File: src/rtl/fwd_pkg.sv
package fwd_pkg;

  // Operand mux select codes, decoded by the datapath muxes
  typedef enum logic [1:0] {
    SEL_RF   = 2'b00,  // register-file read
    SEL_MEMWB = 2'b01, // memory/writeback pipeline register
    SEL_EXMEM = 2'b10  // execute/memory pipeline register (ALU result)
  } sel_t;

  localparam int NUM_EX_OPS  = 2;
  localparam int NUM_ID_OPS  = 2;
  localparam int NUM_OPS     = NUM_EX_OPS + NUM_ID_OPS;

endpackage

File: src/rtl/fwd_stage_hit.sv
module fwd_stage_hit #(
  parameter int AW = 5
) (
  input  logic [AW-1:0] src,
  input  logic [AW-1:0] dst,
  input  logic          wen,
  output logic          hit
);

  localparam logic [AW-1:0] ZERO_REG = '0;

  logic dst_live;

  // A zero destination counts as no write
  assign dst_live = wen && (dst != ZERO_REG);
  assign hit      = dst_live && (dst == src);

endmodule

File: src/rtl/fwd_prio_sel.sv
module fwd_prio_sel #(
  parameter bit USE_FAR = 1'b1
) (
  input  logic          near_hit,
  input  logic          far_hit,
  output fwd_pkg::sel_t sel
);

  import fwd_pkg::*;

  logic far_ok;

  generate
    if (USE_FAR) begin : g_far
      assign far_ok = far_hit;
    end else begin : g_no_far
      logic unused_far;
      assign unused_far = far_hit;
      assign far_ok     = 1'b0;
    end
  endgenerate

  // The nearer (younger) producer wins over the farther one
  always_comb begin
    if (near_hit)    sel = SEL_EXMEM;
    else if (far_ok) sel = SEL_MEMWB;
    else             sel = SEL_RF;
  end

endmodule

File: src/rtl/fwd_unit.sv
module fwd_unit #(
  parameter int AW            = 5,
  parameter bit DEC_WB_BYPASS = 1'b0
) (
  input  logic [AW-1:0] ex_src_a,
  input  logic [AW-1:0] ex_src_b,
  input  logic [AW-1:0] id_src_a,
  input  logic [AW-1:0] id_src_b,
  input  logic [AW-1:0] mem_dst,
  input  logic          mem_wen,
  input  logic [AW-1:0] wb_dst,
  input  logic          wb_wen,
  output logic [1:0]    ex_sel_a,
  output logic [1:0]    ex_sel_b,
  output logic [1:0]    id_sel_a,
  output logic [1:0]    id_sel_b
);

  import fwd_pkg::*;

  logic [AW-1:0] src_vec [NUM_OPS];
  logic          mem_hit [NUM_OPS];
  logic          wb_hit  [NUM_OPS];
  sel_t          sel_vec [NUM_OPS];

  // Operand slots: execute ops first, then decode comparator ops
  assign src_vec[0] = ex_src_a;
  assign src_vec[1] = ex_src_b;
  assign src_vec[2] = id_src_a;
  assign src_vec[3] = id_src_b;

  genvar gi;
  generate
    for (gi = 0; gi < NUM_OPS; gi++) begin : g_op
      localparam bit IS_EX   = (gi < NUM_EX_OPS);
      localparam bit FAR_ON  = IS_EX ? 1'b1 : DEC_WB_BYPASS;

      fwd_stage_hit #(.AW(AW)) u_mem_hit (
        .src (src_vec[gi]),
        .dst (mem_dst),
        .wen (mem_wen),
        .hit (mem_hit[gi])
      );

      fwd_stage_hit #(.AW(AW)) u_wb_hit (
        .src (src_vec[gi]),
        .dst (wb_dst),
        .wen (wb_wen),
        .hit (wb_hit[gi])
      );

      fwd_prio_sel #(.USE_FAR(FAR_ON)) u_sel (
        .near_hit (mem_hit[gi]),
        .far_hit  (wb_hit[gi]),
        .sel      (sel_vec[gi])
      );
    end
  endgenerate

  assign ex_sel_a = sel_vec[0];
  assign ex_sel_b = sel_vec[1];
  assign id_sel_a = sel_vec[2];
  assign id_sel_b = sel_vec[3];

endmodule

File: config.mk
export PLATFORM = sky130hd
export DESIGN_NAME = fwd_unit
export DESIGN_NICKNAME = d
export VERILOG_FILES = /design/src/rtl/fwd_pkg.sv /design/src/rtl/fwd_stage_hit.sv /design/src/rtl/fwd_prio_sel.sv /design/src/rtl/fwd_unit.sv
export SDC_FILE = /design/constraint.sdc
export NUM_CORES = 1
export LEC_CHECK = 0
export ABC_AREA = 1
export CORE_ASPECT_RATIO = 0.9
export CORE_UTILIZATION = 30
export DETAILED_ROUTE_END_ITERATION = 10
export DONT_BUFFER_PORTS = 1
export PLACE_DENSITY = 0.48
export SYNTH_ARGS = -nofsm -noshare
export SYNTH_HDL_FRONTEND = slang
export SYNTH_SLANG_ARGS = --single-unit
File: constraint.sdc
create_clock -name vclk -period 1.58
set_clock_uncertainty 0.1 [all_clocks]
set_input_delay 0.237 -clock vclk [all_inputs]
set_output_delay 0.237 -clock vclk [all_outputs]
set_load 0.05 [all_outputs]
# After elaboration in Yosys (flattened, before gate mapping)
# Index checks and enable logic that the tools add are counted.
# W data, S select, Z words.
dict set report totals {
  reg_bits 0
  input_bits 32
  out_inout_bits 8
  wordCells 22
}
dict set report classes {
  eq_ne 6
  n_mux 6
  n_reduce_logical 10
}
# operator count
set ops {}
lappend ops {{$eq A5 B5 Y1} 6}
lappend ops {{$reduce_bool A5 Y1} 2}
lappend ops {{$logic_and A1 B1 Y1} 8}
lappend ops {{$mux W2} 4}
lappend ops {{$mux W1} 2}

# Logic depth before layout (Yosys ltp)
dict set report logic_depth {
  word_depth 5
  depth_mapped 8
  ltp_nobuf 7
}

# By module
# From an unflattened synthesis, not the netlist that was laid out.
dict set report hier_totals {
  cells_unflattened 244
  area_unflattened_um2 1003.5
}
# mod n_inst cells_per_inst area_each_um2 seq_area_each_um2
set modules_own_cells {}
lappend modules_own_cells {fwd_stage_hit 8 29 116.4 0.0}
lappend modules_own_cells {{fwd_prio_sel at g_op[2].u_sel ...} 2 3 18.8 0.0}
lappend modules_own_cells {{fwd_prio_sel at g_op[0].u_sel ...} 2 3 17.5 0.0}

# Worst setup path after synthesis
# OpenSTA, ideal clock, no wires.
dict set report synth_timing {
  path_kind {in2out}
  start {in mem_dst[1]}
  end {out ex_sel_a[0]}
  arrival_ns 1.202
  required_time_ns 1.243
  slack_ns 0.041
  cell_stages 6
  path_buffers 1
  cell_sequence {buf_4 nor2_2 nand3_1 o21ai_4 nor2_2 nor2_2}
}
dict set report synth_between {
  elab_chain_len 4
  elab_cells_between_ends 5
  classes_between {1 x eq/ne; 1 x mux; 3 x reduce/logical}
}
# item line_no
set synth_lines {}
lappend synth_lines {{from (decl)} fwd_unit.sv:9} ;# input logic [AW-1:0] mem_dst,
lappend synth_lines {{$reduce_bool A5 Y1} fwd_stage_hit.sv:15} ;# assign dst_live = wen && (dst != ZERO_REG);
lappend synth_lines {{$logic_and A1 B1 Y1} fwd_stage_hit.sv:15}
lappend synth_lines {{$logic_and A1 B1 Y1 *} fwd_stage_hit.sv:16} ;# assign hit = dst_live && (dst == src);
lappend synth_lines {{named net g_op[0].u_mem_hit.hit} fwd_stage_hit.sv:7} ;# output logic hit
lappend synth_lines {{$mux W2 *} fwd_prio_sel.sv:25} ;# if (near_hit) sel = SEL_EXMEM;
lappend synth_lines {{to (decl)} fwd_unit.sv:13} ;# output logic [1:0] ex_sel_a,
# The timed path passes the listed nets; every way through them passes the cells marked *.

# Final worst setup path
dict set report layout_timing {
  start {in mem_dst[0]}
  end {out ex_sel_a[0]}
}
dict set report layout_between {
  elab_chain_len 4
  elab_cells_between_ends 5
  classes_between {1 x eq/ne; 1 x mux; 3 x reduce/logical}
}
# item line_no
set layout_lines {}
lappend layout_lines {{$reduce_bool A5 Y1} fwd_stage_hit.sv:15}
lappend layout_lines {{$logic_and A1 B1 Y1} fwd_stage_hit.sv:15}
lappend layout_lines {{$logic_and A1 B1 Y1 *} fwd_stage_hit.sv:16}
lappend layout_lines {{$mux W2 *} fwd_prio_sel.sv:25}
# Mark *: on every way between the ends. The rest lies on a longest branch, timed or not.

==> flow_metrics.py <==
metrics = {
    "sta": {
        "period_share_pct": 82.1,
        "final.setup.tns_ns": 0,
        "min_period_ns": 1.30,
        "maxSlewViolCount": 0,
        "setup_viol": 0,
        "hold_violations": 0,
        "rsz0062_at_grt": "no",
        "fmax_ghz": 0.771,
        "layout_setup_ws_ns": 0.282,
    },
    "grt": {
        "grt_pass1_vias": 497,
        "antenna_found_initial": 0,
        "overflow": 0,
        "grt_max_degree": 7,
        "grt_use_total_pct": 11.9,
        "grt_pass1_wl_um": 1900,
    },
    "place": {
        "gp_congestion": 0.694,
        "portBuffers": 0,
        "dpl.hpwl_um": 1120,
        "dp_slack_ns": 0.268,
        "placed_area_um2": 582,
    },
    "floorplanning": {
        "design.core.area_um2": 1730,
        "dieArea_um2": 2080,
        "die-height_um": 43.4,
        "ios": 40,
        "start_util_pct": 33.0,
        "die_x_um": 48.0,
        "rows": 14,
    },
    "power": {
        "p_int_mw": 0.0620,
        "clock_power_share_pct": 0,
        "power_switching_share_pct": 52.1,
        "pwr-share-comb_pct": 100.0,
        "power_density_nw_per_um2": 222,
        "switchingPower_mw": 0.0674,
        "ir_drop_v": 0.0000648,
        "power_mw": 0.129,
        "p_seq_share_pct": 0,
        "p_leak_nw": 0.299,
    },
    "cells_and_area": {
        "areaGrowthSynthToFinish_pct": 1.75,
        "final_cell_mix": "nand2_1 (34), xnor2_1 (16), inv_1 (12)",
        "n_antenna_cell": 0,
        "drive_above_1_share_pct": 14.6,
        "nClkBuffers": 0,
        "final_common_cell": "nand2_1",
        "fill_cells": 217,
        "design_area_um2": 582,
        "regArea_um2": 0,
        "multiInputGateArea_um2": 454,
        "fin_nets": 137,
        "nFlopsAndLatches": 0,
    },
    "setup_path": {
        "crit_path_start": "mem_dst[0]",
        "crit_path_start_kind": "primary input",
        "max_stage_delay_ns": 0.19,
        "worstSetupPathType": "primary input to output pin",
        "critPathSlowestCell": "o21ai_4",
        "arrival_ns": 0.96,
        "worstPathMaxFanout": 6,
        "required_ns": 1.24,
        "cpMostUsedCell": "nor2_2",
        "end_kind": "output pin",
        "cp_cell_sequence": "nor2_2 > nand3_1 > o21ai_4 > nor2_2 > nor2_2 > buf_4",
    },
    "status": {
        "outcome": "complete, no violations",
    },
    "drt": {
        "route.detailed.drc": 0,
        "wirelength_um": 1190,
        "vias": 514,
        "wl_per_cell_um": 9.39,
        "final_antenna_net_count": 0,
        "first_pass_iters": 4,
        "viasPerCell": 4.05,
        "drt_iter0_drc": 10,
    },
    "clock_tree": {
        "cts_setup_buffers": 0,
        "hold_buffers": 0,
        "ctsResizeCount": 0,
    },
    "synth": {
        "ys_seq_area_share_pct": 0,
        "synth_cell_types": 16,
        "syn_avg_cell_area_um2": 5.45,
        "yosysWarnings": 0,
        "synthesis.area_um2": 572,
        "synth_cells": 105,
    },
    "worst_hold_path": {
        "worstHoldStart": "mem_wen",
        "min_path_type": "primary input to output pin",
    },
    "flow_run": {
        "maxCapViolCount": 0,
    },
}
[synthesized netlist by cell type]
cell type   n  area, µm²
o21ai_4     1       16.3
nand3_1     7       35.0
buf_6       1       11.3
buf_4       7       52.6
nand2_1    34        128
buf_2       1       5.00
xnor2_1    16        140
conb_1      1       3.75
nor3_1      2       10.0
nand3b_1    1       7.51
inv_2       2       7.51
or2_2       1       6.26
inv_1      12       45.0
nor2_2      5       31.3
xor2_1      4       35.0
nor2_1     10       37.5
[worst max-delay path, delay by kind of cell]
kind	cells	cell delay, ns
buffers and inverters	1	0.19
AND/OR/NAND/NOR	4	0.35
AO/OA/AOI/OAI	1	0.19
[metal layers]
layer	vias to the layer above	wire length (µm)	global-route usage, %
li1	297	-	-
met2	21	571	20.3
met5	-	0	0
met4	0	0	0
met3	0	121	2.08
met1	196	500	16.5
[final timing paths]
kind	cells past startpoint	slack, ns	end
min	3	0.67	id_sel_b[1]
max	6	0.28	ex_sel_a[0]
[power by group through the flow]
stage | combinational (mW) | sequential (mW) | clock [mW]
after CTS | 0.131 | 0 | 0
final | 0.129 | 0 | 0
after floorplan | 0.133 | 0 | 0
after detailed placement | 0.130 | 0 | 0
after global routing | 0.147 | 0 | 0
after global placement | 0.130 | 0 | 0
[cells by family after synthesis]
family	share of synthesized area (%)
buf+inv	21.2
xor+xnor	30.6
compound gates	2.85
other cells	0.656
simple gates	44.6
[layout make-up]
| class | count | share of cell area [%] |
|---|---|---|
| Multi-Input combinational cell | 83 | 78.1 |
| Timing Repair Buffer | 6 | 7.74 |
| Tap cell | 24 | 5.16 |
| Inverter | 14 | 9.03 |
[through the flow]
step           util, %  hold slack (ns)  std cells
2_1_floorplan        -            0.641        106
3_3_place_gp      33.5            0.669        127
3_5_place_dp      33.5            0.669        127
4_1_cts           33.5            0.670        127
5_1_grt           33.5            0.685        127
6_report          33.5            0.668        127
Note: power is estimated with default switching activity, not from simulation.
